[src/rtl/uart_bank_regs_pkg.sv]
package uart_bank_regs_pkg;
  localparam int ADDR_W = 3;
  localparam int DATA_W = 8;
  localparam logic [DATA_W-1:0] ENH_KEY = 8'hBF;

  typedef enum logic [4:0] {
    W_NONE, W_THR, W_DLL, W_DLM, W_IER, W_FCR, W_LCR, W_MCR, W_SPR,
    W_EMSR, W_TRG, W_FCTR, W_EFR, W_XON1, W_XON2, W_XOFF1, W_XOFF2
  } wrSel_e;

  typedef enum logic [4:0] {
    S_ZERO, S_RHR, S_DLL, S_DLM, S_REV, S_DEVID, S_IER, S_ISR, S_LCR,
    S_MCR, S_LSR, S_MSR, S_SPR, S_FLVL, S_FCTR, S_EFR, S_XON1, S_XON2,
    S_XOFF1, S_XOFF2, S_FSTAT
  } rdSel_e;

  typedef struct packed {
    wrSel_e wrSel;
    rdSel_e rdSel;
    logic   rxPop;
  } ctrl_t;
endpackage

[src/rtl/uart_bank_ctrl.sv]
module uart_bank_ctrl
  import uart_bank_regs_pkg::*;
(
  input  logic              cs,
  input  logic              rd,
  input  logic              wr,
  input  logic [ADDR_W-1:0] addr,
  input  logic              fifoStatSelN,
  input  logic [DATA_W-1:0] lcr,
  input  logic              fctrLoc7Sel,
  input  logic              divZero,
  output ctrl_t             ctrl
);
  logic wrAcc, rdAcc, isEnh, isDiv;

  always_comb begin
    wrAcc = cs & wr;
    rdAcc = cs & rd & ~wr;
    isEnh = (lcr == ENH_KEY);
    isDiv = lcr[DATA_W-1] & ~isEnh;
  end

  always_comb begin
    ctrl.wrSel = W_NONE;
    if (wrAcc) begin
      unique case (addr)
        3'd0: ctrl.wrSel = isEnh ? W_TRG  : (isDiv ? W_DLL : W_THR);
        3'd1: ctrl.wrSel = isEnh ? W_FCTR : (isDiv ? W_DLM : W_IER);
        3'd2: ctrl.wrSel = isEnh ? W_EFR  : W_FCR;
        3'd3: ctrl.wrSel = W_LCR;
        3'd4: ctrl.wrSel = isEnh ? W_XON1 : W_MCR;
        3'd5: ctrl.wrSel = isEnh ? W_XON2 : W_NONE;
        3'd6: ctrl.wrSel = isEnh ? W_XOFF1 : W_NONE;
        default: ctrl.wrSel = isEnh ? W_XOFF2 : (fctrLoc7Sel ? W_EMSR : W_SPR);
      endcase
    end
  end

  always_comb begin
    ctrl.rdSel = S_ZERO;
    if (rdAcc) begin
      if (!fifoStatSelN) begin
        ctrl.rdSel = S_FSTAT;
      end else begin
        unique case (addr)
          3'd0: ctrl.rdSel = isEnh ? S_FLVL :
                             (isDiv ? (divZero ? S_REV : S_DLL) : S_RHR);
          3'd1: ctrl.rdSel = isEnh ? S_FCTR :
                             (isDiv ? (divZero ? S_DEVID : S_DLM) : S_IER);
          3'd2: ctrl.rdSel = isEnh ? S_EFR : S_ISR;
          3'd3: ctrl.rdSel = S_LCR;
          3'd4: ctrl.rdSel = isEnh ? S_XON1 : S_MCR;
          3'd5: ctrl.rdSel = isEnh ? S_XON2 : S_LSR;
          3'd6: ctrl.rdSel = isEnh ? S_XOFF1 : S_MSR;
          default: ctrl.rdSel = isEnh ? S_XOFF2 : (fctrLoc7Sel ? S_FLVL : S_SPR);
        endcase
      end
    end
    ctrl.rxPop = (ctrl.rdSel == S_RHR);
  end
endmodule

[src/rtl/uart_bank_dp.sv]
module uart_bank_dp
  import uart_bank_regs_pkg::*;
#(
  parameter logic [DATA_W-1:0] REV_CODE = 8'h02,
  parameter logic [DATA_W-1:0] DEV_ID   = 8'h64
) (
  input  logic                clk,
  input  logic                rstN,
  input  ctrl_t               ctrl,
  input  logic [DATA_W-1:0]   wdata,
  input  logic [DATA_W-1:0]   rxData,
  input  logic [DATA_W-1:0]   isrIn,
  input  logic [DATA_W-1:0]   lsrIn,
  input  logic [DATA_W-1:0]   msrIn,
  input  logic [DATA_W-1:0]   fifoLevel,
  input  logic [DATA_W-1:0]   fifoStat,
  output logic [DATA_W-1:0]   rdata,
  output logic                rxPop,
  output logic                txPush,
  output logic                fcrWr,
  output logic                trgWr,
  output logic                emsrWr,
  output logic [DATA_W-1:0]   strbData,
  output logic [DATA_W-1:0]   lcr,
  output logic [DATA_W-1:0]   ier,
  output logic [DATA_W-1:0]   mcr,
  output logic [DATA_W-1:0]   fctr,
  output logic [DATA_W-1:0]   efr,
  output logic [2*DATA_W-1:0] divisor,
  output logic [2*DATA_W-1:0] xonChars,
  output logic [2*DATA_W-1:0] xoffChars
);
  localparam int NUM_FLOW = 4;

  logic [DATA_W-1:0] spr;
  logic [DATA_W-1:0] flowChar [NUM_FLOW];
  logic              strbWr;

  always_ff @(posedge clk or negedge rstN) begin
    if (!rstN) begin
      lcr     <= '0;
      ier     <= '0;
      mcr     <= '0;
      fctr    <= '0;
      efr     <= '0;
      spr     <= '0;
      divisor <= '0;
    end else begin
      unique case (ctrl.wrSel)
        W_LCR:   lcr  <= wdata;
        W_IER:   ier  <= wdata;
        W_MCR:   mcr  <= wdata;
        W_FCTR:  fctr <= wdata;
        W_EFR:   efr  <= wdata;
        W_SPR:   spr  <= wdata;
        W_DLL:   divisor[DATA_W-1:0]        <= wdata;
        W_DLM:   divisor[2*DATA_W-1:DATA_W] <= wdata;
        default: ;
      endcase
    end
  end

  for (genvar gi = 0; gi < NUM_FLOW; gi++) begin : g_flow
    localparam wrSel_e SEL = (gi == 0) ? W_XON1 : (gi == 1) ? W_XON2 :
                             (gi == 2) ? W_XOFF1 : W_XOFF2;
    always_ff @(posedge clk or negedge rstN) begin
      if (!rstN)                   flowChar[gi] <= '0;
      else if (ctrl.wrSel == SEL)  flowChar[gi] <= wdata;
    end
  end

  assign xonChars  = {flowChar[1], flowChar[0]};
  assign xoffChars = {flowChar[3], flowChar[2]};

  assign strbWr = (ctrl.wrSel == W_THR) || (ctrl.wrSel == W_FCR) ||
                  (ctrl.wrSel == W_TRG) || (ctrl.wrSel == W_EMSR);

  always_ff @(posedge clk or negedge rstN) begin
    if (!rstN) begin
      rxPop    <= 1'b0;
      txPush   <= 1'b0;
      fcrWr    <= 1'b0;
      trgWr    <= 1'b0;
      emsrWr   <= 1'b0;
      strbData <= '0;
    end else begin
      rxPop    <= ctrl.rxPop;
      txPush   <= (ctrl.wrSel == W_THR);
      fcrWr    <= (ctrl.wrSel == W_FCR);
      trgWr    <= (ctrl.wrSel == W_TRG);
      emsrWr   <= (ctrl.wrSel == W_EMSR);
      strbData <= strbWr ? wdata : '0;
    end
  end

  always_comb begin
    unique case (ctrl.rdSel)
      S_RHR:   rdata = rxData;
      S_DLL:   rdata = divisor[DATA_W-1:0];
      S_DLM:   rdata = divisor[2*DATA_W-1:DATA_W];
      S_REV:   rdata = REV_CODE;
      S_DEVID: rdata = DEV_ID;
      S_IER:   rdata = ier;
      S_ISR:   rdata = isrIn;
      S_LCR:   rdata = lcr;
      S_MCR:   rdata = mcr;
      S_LSR:   rdata = lsrIn;
      S_MSR:   rdata = msrIn;
      S_SPR:   rdata = spr;
      S_FLVL:  rdata = fifoLevel;
      S_FCTR:  rdata = fctr;
      S_EFR:   rdata = efr;
      S_XON1:  rdata = flowChar[0];
      S_XON2:  rdata = flowChar[1];
      S_XOFF1: rdata = flowChar[2];
      S_XOFF2: rdata = flowChar[3];
      S_FSTAT: rdata = fifoStat;
      default: rdata = '0;
    endcase
  end
endmodule

[src/rtl/uart_bank_regs.sv]
module uart_bank_regs
  import uart_bank_regs_pkg::*;
#(
  parameter logic [7:0] REV_CODE = 8'h02,
  parameter logic [7:0] DEV_ID   = 8'h64
) (
  input  logic        clk,
  input  logic        rstN,
  input  logic        cs,
  input  logic        rd,
  input  logic        wr,
  input  logic [2:0]  addr,
  input  logic [7:0]  wdata,
  output logic [7:0]  rdata,
  input  logic        fifoStatSelN,
  input  logic [7:0]  rxData,
  input  logic [7:0]  isrIn,
  input  logic [7:0]  lsrIn,
  input  logic [7:0]  msrIn,
  input  logic [7:0]  fifoLevel,
  input  logic [7:0]  fifoStat,
  output logic        rxPop,
  output logic        txPush,
  output logic        fcrWr,
  output logic        trgWr,
  output logic        emsrWr,
  output logic [7:0]  strbData,
  output logic [7:0]  lcrOut,
  output logic [7:0]  ierOut,
  output logic [7:0]  mcrOut,
  output logic [7:0]  fctrOut,
  output logic [7:0]  efrOut,
  output logic [15:0] divisorOut,
  output logic [15:0] xonChars,
  output logic [15:0] xoffChars
);
  localparam int LOC7_SEL_BIT = 6;

  ctrl_t ctrl;

  uart_bank_ctrl i_ctrl (
    .cs          (cs),
    .rd          (rd),
    .wr          (wr),
    .addr        (addr),
    .fifoStatSelN(fifoStatSelN),
    .lcr         (lcrOut),
    .fctrLoc7Sel (fctrOut[LOC7_SEL_BIT]),
    .divZero     (divisorOut == '0),
    .ctrl        (ctrl)
  );

  uart_bank_dp #(.REV_CODE(REV_CODE), .DEV_ID(DEV_ID)) i_dp (
    .clk      (clk),
    .rstN     (rstN),
    .ctrl     (ctrl),
    .wdata    (wdata),
    .rxData   (rxData),
    .isrIn    (isrIn),
    .lsrIn    (lsrIn),
    .msrIn    (msrIn),
    .fifoLevel(fifoLevel),
    .fifoStat (fifoStat),
    .rdata    (rdata),
    .rxPop    (rxPop),
    .txPush   (txPush),
    .fcrWr    (fcrWr),
    .trgWr    (trgWr),
    .emsrWr   (emsrWr),
    .strbData (strbData),
    .lcr      (lcrOut),
    .ier      (ierOut),
    .mcr      (mcrOut),
    .fctr     (fctrOut),
    .efr      (efrOut),
    .divisor  (divisorOut),
    .xonChars (xonChars),
    .xoffChars(xoffChars)
  );
endmodule

[config.mk]
export PLATFORM = sky130hd
export DESIGN_NAME = uart_bank_regs
export DESIGN_NICKNAME = d
export VERILOG_FILES = /design/src/rtl/uart_bank_regs_pkg.sv /design/src/rtl/uart_bank_ctrl.sv /design/src/rtl/uart_bank_dp.sv /design/src/rtl/uart_bank_regs.sv
export SDC_FILE = /design/constraint.sdc
export NUM_CORES = 1
export LEC_CHECK = 0
export ABC_AREA = 1
export CAP_MARGIN = 20
export CORE_ASPECT_RATIO = 2
export CORE_MARGIN = 5
export CORE_UTILIZATION = 28
export DETAILED_ROUTE_END_ITERATION = 6
export GPL_ROUTABILITY_DRIVEN = 0
export PLACE_DENSITY_LB_ADDON = 0.2
export SLEW_MARGIN = 10
export SYNTH_ARGS = -nofsm -noshare
export SYNTH_HDL_FRONTEND = slang
export SYNTH_SLANG_ARGS = --single-unit
export TNS_END_PERCENT = 30
[constraint.sdc]
create_clock -name clk -period 2.2 [get_ports clk]
set_clock_uncertainty 0.15 [all_clocks]
set_input_delay 0.33 -clock clk [delete_from_list [all_inputs] [get_ports clk]]
set_output_delay 0.33 -clock clk [all_outputs]
set_load 0.05 [all_outputs]
==> summary.txt, run 1 <==
Status: finished with violations
Failing checks: setup timing
Fraction of layout cells with a size suffix above 1: 30.6%
Worst-Margin Slew: 572 ps
Worst R2R Start: i_dp.lcr[6]
Count of pins over their slew limit: 0
Ant. Diodes: 0
Worst Hold Path EP: i_dp.spr[3]
CTS tree: yes
Net Count, Synth: 844
P_leak: 4.60 nW
Root Buffer Master: clkbuf_16
Ports: 174
Residual DRC count: 0
Final setup vio count: 104
Initial Utilization: 28.3%
Gr busiest metal: met2
Die W: 112 µm
Final Hold Vio Count: 0
Final setup margin: -1020 ps
Register bit total from synthesis: 109
Drt wl/cell: 20.8 µm
Post-Synthesis Cells: 779
Commonest non-fill, non-tap cell in the layout: nand2_1
Clock latency at the later pin of the worst-skew pair: 350 ps
P per Cell Area: 596 nW/µm²
Setup WS pre-CTS: -1140 ps
Total gr overflow: 0
Arrival time worst endpoint: 2740 ps
Crit path launch type: register
RSZ-0062 raised after global routing: yes
Critical path peak fanout: 8
CP endpoint kind: primary output
Worst reg2reg path depth: 13
Req. time, crit path: 1720 ps
Max H-tree Level: 3
Core area: 20400 µm²
Buffer depth of the longest clock path: 2
Pin count of the biggest net entering global routing: 39
Final WL: 28000 µm
Met3 Use GR: 3.29%
Post-layout net count: 1145
Power after layout: 5.88 mW
Cells after DPL: 1306
GRT Total Usage: 23.2%
Met2 Use GR: 42.6%
Vias in the first global route: 6676
Fin crit period: 3220 ps
FF-to-FF End: i_dp.xonChars[6]
Max Freq: 311 MHz
First-pass GRT wire length: 40400 µm
ANT nets after route: 0
Hold Path Origin: i_dp.spr[3]
Clk sinks: 109
Die ar.: 23700 µm²
Initial antenna violation count: 0
Rel. slew slack: 61.9%
Cts bufs inserted: 9
Port-buffer cells: 173
FF-to-FF setup slack: -270 ps
Vias: 6609
Post-DP HPWL: 21900 µm
Crit Path Category: reg2out
WHS Path Cells: 2
Vias per inst: 4.90
Max-cap violation count: 0
YS warnings: 0
Commonest cells after routing, fill and taps aside: nand2_1 (255), clkdlybuf4s50_1 (147), buf_4 (131)
Mapped Area: 5770 µm²
Synth Area per Inst: 7.41 µm²
Initial DRC Count: 559
Met1 Use GR: 24.5%
Period utilization: 146%
First-pass DRT Iterations: 5
P&R area growth vs syn: 70.9%
Number of distinct library cells after synthesis: 32
Row cnt: 74
Register area share after synthesis: 47.3%
Type of the most critical hold path: reg2reg
Filler cells: 2062
Max VDD drop: 536 µV
Clock-pin transition on the worst setup and hold timing paths: 70 ps
Die height: 213 µm
Post-Layout Cell Count: 1350
==> stage by stage <==
stage               utilization [%]  hold WS (ps)  TNS (ps)  instance area (µm²)
detailed placement             43.7           201    -72700                 8900
global route                   48.4           363    -35480                 9860
floorplan                         -          -116    -16690                 5980
finish                         48.4           341    -24430                 9860
CTS                            46.9           340    -23910                 9560
global placement               43.7           203    -72280                 8900
==> power by group <==
| group | switching, mW | leakage (nW) | internal, mW |
|---|---|---|---|
| Combinational | 1.25 | 3.01 | 0.726 |
| Clock | 0.723 | 0.127 | 0.790 |
| Sequential | 0.181 | 1.46 | 2.21 |
| Total | 2.15 | 4.60 | 3.72 |
==> how the worst max path moves through the flow <==
stage,slack [ps],endpoint,startpoint
finish,-1020,rdata[7],i_dp.lcr[6]
global route,-1130,rdata[7],i_dp.lcr[6]
CTS,-1090,rdata[1],i_dp.lcr[6]
detailed placement,-1140,rdata[2],addr[0]
global placement,-1160,rdata[0],addr[1]
floorplan,-550,rdata[2],i_dp.lcr[7]
==> kinds of logic after synthesis <==
logic type             after synthesis  synth area share [%]
AND/OR/NAND/NOR                    483                  36.7
flip-flops                         109                  47.3
buffers and inverters               70                  5.12
AO/OA/AOI/OAI                      117                  10.9
==> critical path: stages, from the launching register on <==
cell and delay [ps]:
dfrtp_2 410, inv_2 50, nand2_2 50, nor2_4 110, nand2_4 90, buf_6 140, nand3_2 70, nand2_2 70
nor2_4 100, nand2_2 80, inv_2 90, nand3_4 170, nor2_4 300, buf_4 160, a22o_1 170, nor2_1 70
nand2_2 100, buf_12 140
==> synthesized netlist by cell type, drive strengths merged <==
| library cell | number | share of area (%) |
|---|---|---|
| buf | 17 | 1.7 |
| nor4 | 1 | 0.37 |
| a22o | 2 | 0.30 |
| nand3 | 32 | 3.4 |
| a21oi | 10 | 0.93 |
| nand2 | 318 | 21 |
| o21ai | 99 | 8.7 |
| clkinv | 1 | 0.065 |
| o211ai | 1 | 0.13 |
| nor3 | 4 | 0.43 |
| nor3b | 2 | 0.26 |
| nor2 | 93 | 7.5 |
| a211oi | 1 | 0.13 |
| o21bai | 4 | 0.78 |
| nand4 | 33 | 3.6 |
| dfrtp | 109 | 47 |
| inv | 41 | 2.7 |
| clkbuf | 11 | 0.72 |
==> state kept, by name (all words and copies together) (netlist names), 8 cells and up <==
signal          flops
i_dp.xoffChars     16
i_dp.strbData       8
i_dp.efr            8
i_dp.fctr           8
i_dp.lcr            8
i_dp.spr            8
i_dp.divisor       16
i_dp.ier            8
i_dp.mcr            8
i_dp.xonChars      16
==> repair_timing <==
action | 4_1_cts | 5_1_grt
hold buffers | 1 | 0
endpoints found under the hold margin | 34 | 0
gates resized for setup | 65 | 89
pin swaps | 37 | 34
setup endpoints to repair | 109 | 107
gates cloned | 2 | 3
setup buffers | 16 | 7
==> per-layer routing <==
layer | vias up | routed length (µm) | share of wire, %
li1 | 3128 | - | -
met5 | - | 0 | 0
met4 | 0 | 1850 | 6.6
met1 | 3113 | 9950 | 35
met3 | 82 | 1340 | 4.8
met2 | 286 | 14900 | 53
==> cell type report <==
class | instances | area (µm²) | share of cell area (%)
Tap cell | 266 | 333 | 3.37
Timing Repair inverter | 1 | 3.75 | 0.0381
Timing Repair Buffer | 315 | 3060 | 31.1
Inverter | 42 | 161 | 1.64
Clock inverter | 4 | 25.0 | 0.254
Sequential cell | 109 | 2740 | 27.8
Multi-Input combinational cell | 602 | 3300 | 33.4
Clock buffer | 11 | 243 | 2.46
(Power assumes the default switching activity.)
==> run 2, diff against run 1 <==
--- a/config.mk
+++ b/config.mk
@@ -13,6 +13,7 @@
 export DETAILED_ROUTE_END_ITERATION = 6
 export GPL_ROUTABILITY_DRIVEN = 0
 export PLACE_DENSITY_LB_ADDON = 0.2
+export SKIP_CTS_REPAIR_TIMING = 1
 export SLEW_MARGIN = 10
 export SYNTH_ARGS = -nofsm -noshare
 export SYNTH_HDL_FRONTEND = slang
==> summary.txt, run 2 (synthesized netlist as in run 1, its figures left out) <==
Core area: 20400 µm² (unchanged)
Pin count of the biggest net entering global routing: 39 (unchanged)
Vias in the first global route: 6500 (was 6676)
Post-layout net count: 1139 (was 1145)
Rel. slew slack: 62.1% (was 61.9%)
Total gr overflow: 0 (unchanged)
Initial Utilization: 28.3% (unchanged)
Fraction of layout cells with a size suffix above 1: 31.5% (was 30.6%)
Failing checks: setup timing (unchanged)
Critical path peak fanout: 7 (was 8)
Final setup vio count: 104 (unchanged)
P&R area growth vs syn: 71.5% (was 70.9%)
Row cnt: 74 (unchanged)
Clock-pin transition on the worst setup and hold timing paths: 70 ps (about the same)
Max Freq: 302 MHz (was 311 MHz)
Count of pins over their slew limit: 0 (unchanged)
P_leak: 4.57 nW (was 4.60 nW)
Worst-Margin Slew: 568 ps (was 572 ps)
Max-cap violation count: 0 (unchanged)
Clk sinks: 109 (unchanged)
Port-buffer cells: 173 (unchanged)
Initial DRC Count: 516 (was 559)
Final WL: 27900 µm (was 28000 µm)
Max H-tree Level: 3 (unchanged)
Residual DRC count: 0 (unchanged)
Type of the most critical hold path: reg2reg (unchanged)
Vias per inst: 4.91 (was 4.90)
ANT nets after route: 0 (unchanged)
Commonest non-fill, non-tap cell in the layout: nand2_1 (unchanged)
Cts bufs inserted: 9 (unchanged)
CP most frequent cell: nand2_4 (was nand2_2)
Die W: 112 µm (unchanged)
Final setup margin: -1110 ps (was -1020 ps)
GRT Total Usage: 22.6% (was 23.2%)
Post-Layout Cell Count: 1344 (was 1350)
Crit Path Category: reg2out (unchanged)
Critical path cell sequence: inv_2 > nand2_2 > nor2_4 > nand2_4 > nand2_4 > o21ai_4 > o21bai_4 > buf_12 > nor2_4 > nand2_4 > buf_6 > nor2_4 > nand2_1 > nand2_1 > nor2_1 > nand2_1 > inv_2 > nand2_4 > buf_12 (was inv_2 > nand2_2 > nor2_4 > nand2_4 > buf_6 > nand3_2 > nand2_2 > nor2_4 > nand2_2 > inv_2 > nand3_4 > nor2_4 > buf_4 > a22o_1 > nor2_1 > nand2_2 > buf_12)
Ports: 174 (unchanged)
Commonest cells after routing, fill and taps aside: nand2_1 (254), clkdlybuf4s50_1 (148), buf_4 (126) (was nand2_1 (255), clkdlybuf4s50_1 (147), buf_4 (131))
P per Cell Area: 592 nW/µm² (was 596 nW/µm²)
Post-layout util: 48.6% (was 48.4%)
Max VDD drop: 548 µV (was 536 µV)
Crit path largest cell delay: 410 ps (about the same)
First-pass DRT Iterations: 5 (unchanged)
CTS tree: yes (unchanged)
Vias: 6604 (was 6609)
Clock latency at the later pin of the worst-skew pair: 350 ps (about the same)
Power after layout: 5.86 mW (was 5.88 mW)
Die height: 213 µm (unchanged)
Post-DP HPWL: 21900 µm (unchanged)
Setup WS pre-CTS: -1140 ps (unchanged)
Die ar.: 23700 µm² (unchanged)
Drt wl/cell: 20.7 µm (was 20.8 µm)
Arrival time worst endpoint: 2830 ps (was 2740 ps)
Crit path launch type: register (unchanged)
Final Hold Vio Count: 0 (unchanged)
Req. time, crit path: 1720 ps (about the same)
Root Buffer Master: clkbuf_16 (unchanged)
Cells after DPL: 1306 (unchanged)
Max stage delay cell, worst path: dfrtp_2 (unchanged)
Period utilization: 150% (was 146%)
Fin crit period: 3310 ps (was 3220 ps)
CP endpoint kind: primary output (unchanged)
Ant. Diodes: 0 (unchanged)
RSZ-0062 raised after global routing: yes (unchanged)
Buffer depth of the longest clock path: 2 (unchanged)
First-pass GRT wire length: 39400 µm (was 40400 µm)
Status: finished with violations (unchanged)
Initial antenna violation count: 0 (unchanged)
==> run 2: cell count changes in the layout (fill, tap and decap cells not counted), sizes merged <==
cell / delta
buf: -6
clkbuf: +2
clkdlybuf4s50: +1
clkinv: -1
dlygate4sd2: -3
dlymetal6s2s: +2
o21bai: -1
==> run 2: area by class of cell <==
type | instances | area (µm²)
timing repair buffer | 311 | 3070
inverter | 42 | 164
clock buffer | 11 | 243
sequential | 109 | 2740
multi-input combinational | 601 | 3330
clock inverter | 4 | 25.0
tap | 266 | 333
fill | 2046 | 10500
==> run 2: per-layer routing <==
layer | part of all wire, % | wire length (µm) | up-vias | GRT usage, %
met3 | 4.9 | 1350 | 92 | 3.09
met2 | 53 | 14900 | 299 | 42.1
met5 | 0 | 0 | - | 0
li1 | - | - | 3123 | -
met4 | 6.4 | 1790 | 0 | 13.2
met1 | 35 | 9860 | 3090 | 24.1
==> run 2: worst paths after layout <==
path,from,endpoint,slack (ps),cells after the start
setup / recovery,i_dp.lcr[6],rdata[6],-1110,19
hold / removal,i_dp.spr[3],i_dp.spr[3],340,2
setup reg to reg,i_dp.lcr[6],i_dp.xoffChars[2],-280,14
hold reg to reg,i_dp.spr[3],i_dp.spr[3],340,2
max in group asynchronous,rstN,i_dp.fctr[3],960,3
min in group asynchronous,rstN,i_dp.mcr[0],370,2
==> run 2: power breakdown <==
| part | total, mW | internal (mW) | switching (mW) |
|---|---|---|---|
| Combinational | 1.97 | 0.727 | 1.24 |
| Sequential | 2.38 | 2.21 | 0.178 |
| Clock | 1.51 | 0.790 | 0.719 |
==> run 2: through the flow <==
| step | hold slack [ps] | setup TNS [ps] | instance area (µm²) |
|---|---|---|---|
| after global placement | 203 | -72280 | 8900 |
| after detailed placement | 201 | -72700 | 8900 |
| after global routing | 363 | -38390 | 9900 |
| after CTS | -179 | -37790 | 9170 |
| after floorplan | -116 | -16690 | 5980 |
| final | 337 | -25700 | 9900 |
==> run 2: worst max-delay path: cells and delay by family, from the launching register on <==
kind	cells	cell delay [ps]
and+or+nand+nor	12	1280
buffers and inverters	5	500
DFF	1	410
AOI/OAI and AO/OA	2	270
==> run 3, diff against run 2 <==
--- a/config.mk
+++ b/config.mk
@@ -9,7 +9,7 @@
 export CAP_MARGIN = 20
 export CORE_ASPECT_RATIO = 2
 export CORE_MARGIN = 5
-export CORE_UTILIZATION = 28
+export CORE_UTILIZATION = 43
 export DETAILED_ROUTE_END_ITERATION = 6
 export GPL_ROUTABILITY_DRIVEN = 0
 export PLACE_DENSITY_LB_ADDON = 0.2
==> summary.txt, run 3 (synthesized netlist as in run 1, its figures left out) <==
Status: finished with violations (unchanged)
Failing checks: setup timing (unchanged)
P&R area growth vs syn: 62.8% (was 71.5%)
Buffer depth of the longest clock path: 2 (unchanged)
Clk sinks: 109 (unchanged)
Crit. Startpoint: i_dp.lcr[6] (unchanged)
Req. time, crit path: 1720 ps (about the same)
Total gr overflow: 0 (unchanged)
Clock latency at the later pin of the worst-skew pair: 350 ps (about the same)
Initial Utilization: 43.4% (was 28.3%)
Max VDD drop: 648 µV (was 548 µV)
Max-cap violation count: 0 (unchanged)
GRT Total Usage: 29.4% (was 22.6%)
Post-DP HPWL: 17900 µm (was 21900 µm)
Cells after DPL: 1179 (was 1306)
Die ar.: 16000 µm² (was 23700 µm²)
Residual DRC count: 0 (unchanged)
CP endpoint kind: primary output (unchanged)
Power after layout: 5.98 mW (was 5.86 mW)
Post-Layout Cell Count: 1209 (was 1344)
Crit Path Category: reg2out (unchanged)
Initial DRC Count: 677 (was 516)
Setup WS pre-CTS: -1220 ps (was -1140 ps)
Worst-Margin Slew: 672 ps (was 568 ps)
Final setup margin: -1190 ps (was -1110 ps)
Final setup vio count: 94 (was 104)
Ant. Diodes: 0 (unchanged)
Commonest non-fill, non-tap cell in the layout: nand2_1 (unchanged)
Rel. slew slack: 55.2% (was 62.1%)
Max H-tree Level: 3 (unchanged)
First-pass DRT Iterations: 6 (was 5)
Port-buffer cells: 173 (unchanged)
Die height: 174 µm (was 213 µm)
Design Area, Final: 9390 µm² (was 9900 µm²)
Vias: 6842 (was 6604)
Critical path cell sequence: inv_2 > nand2_2 > nor2_4 > buf_4 > nand3_1 > buf_4 > a21oi_2 > buf_4 > buf_4 > nand3_4 > nor2_4 > buf_12 > nand2_1 > nand2_1 > nor2_1 > nand2_2 > nor2_2 > nand2_2 > buf_12 (was inv_2 > nand2_2 > nor2_4 > nand2_4 > nand2_4 > o21ai_4 > o21bai_4 > buf_12 > nor2_4 > nand2_4 > buf_6 > nor2_4 > nand2_1 > nand2_1 > nor2_1 > nand2_1 > inv_2 > nand2_4 > buf_12)
Final WL: 24800 µm (was 27900 µm)
Ports: 174 (unchanged)
CP most frequent cell: buf_4 (was nand2_4)
Post-layout util: 70.7% (was 48.6%)
Fin crit period: 3390 ps (was 3310 ps)
P_leak: 4.45 nW (was 4.57 nW)
Vias per inst: 5.66 (was 4.91)
Crit path launch type: register (unchanged)
Count of pins over their slew limit: 0 (unchanged)
RSZ-0062 raised after global routing: yes (unchanged)
ANT nets after route: 0 (unchanged)
Pin count of the biggest net entering global routing: 49 (was 39)
Period utilization: 154% (was 150%)
Max stage delay cell, worst path: dfrtp_2 (unchanged)
Root Buffer Master: clkbuf_16 (unchanged)
Min Hold Slack: 241 ps (was 337 ps)
Initial antenna violation count: 0 (unchanged)
Drt wl/cell: 20.5 µm (was 20.7 µm)
Arrival time worst endpoint: 2910 ps (was 2830 ps)
Commonest cells after routing, fill and taps aside: nand2_1 (270), clkdlybuf4s50_1 (156), dfrtp_1 (101) (was nand2_1 (254), clkdlybuf4s50_1 (148), buf_4 (126))
Row cnt: 60 (was 74)
Die W: 91.9 µm (was 112 µm)
Crit path largest cell delay: 410 ps (about the same)
P per Cell Area: 636 nW/µm² (was 592 nW/µm²)
Clock-pin transition on the worst setup and hold timing paths: 80 ps (was 70 ps)
Type of the most critical hold path: in2async (was reg2reg)
Max Freq: 295 MHz (was 302 MHz)
Fraction of layout cells with a size suffix above 1: 25.7% (was 31.5%)
Worst R2R Start: i_dp.lcr[6] (unchanged)
Post-layout net count: 1115 (was 1139)
First-pass GRT wire length: 36100 µm (was 39400 µm)
Final Hold Vio Count: 0 (unchanged)
Core area: 13300 µm² (was 20400 µm²)
CTS tree: yes (unchanged)
Critical path peak fanout: 8 (was 7)
Cts bufs inserted: 9 (unchanged)
DP Area: 8590 µm² (was 8900 µm²)
Setup TNS: -13630 ps (was -25700 ps)
Vias in the first global route: 6580 (was 6500)
-- run 3: cell count changes in the layout (fill, tap and decap cells not counted), sizes merged --
cell           change
dlymetal6s2s       +2
clkdlybuf4s50      +8
clkinv             -1
nand3              +1
clkinvlp           -2
clkbuf             -4
inv                +4
bufinv             +1
buf               -33
-- run 3: path summary, 6_finish.rpt --
kind	slack (ps)	endpoint	cells after the start
setup / recovery	-1190	rdata[4]	19
min in group clk	350	i_dp.spr[6]	2
hold reg to reg	350	i_dp.spr[6]	2
setup reg to reg	-120	i_dp.spr[4]	13
hold / removal	240	i_dp.xoffChars[15]	2
max in group asynchronous	1000	i_dp.fctr[0]	3
-- run 3: layout make-up --
| class | instances | area (µm²) |
|---|---|---|
| clock buffer | 9 | 225 |
| clock inverter | 6 | 76.3 |
| fill | 1030 | 3890 |
| inverter | 42 | 166 |
| multi-input combinational | 602 | 3210 |
| sequential | 109 | 2740 |
| tap | 155 | 194 |
| timing repair buffer | 286 | 2780 |
-- run 3: report_power, final --
group / internal, mW / leakage (nW) / total (mW) / switching, mW
registers: 2.21 / 1.46 / 2.35 / 0.147
clock network: 0.901 / 0.149 / 1.71 / 0.808
logic: 0.706 / 2.84 / 1.91 / 1.21
-- run 3: critical path: cells and delay by family (launching register included) --
family	cells	cell delay (ps)
AND/OR/NAND/NOR	11	1050
buffers and inverters	7	940
flip-flops	1	410
AO/OA/AOI/OAI	1	140
-- run 3: layer usage --
layer	up-vias	global-route usage, %	part of all wire [%]
met1	3147	35.2	36
met4	0	19.7	8.1
li1	3067	-	-
met5	-	0	0
met3	125	6.04	9.6
met2	503	47.1	47
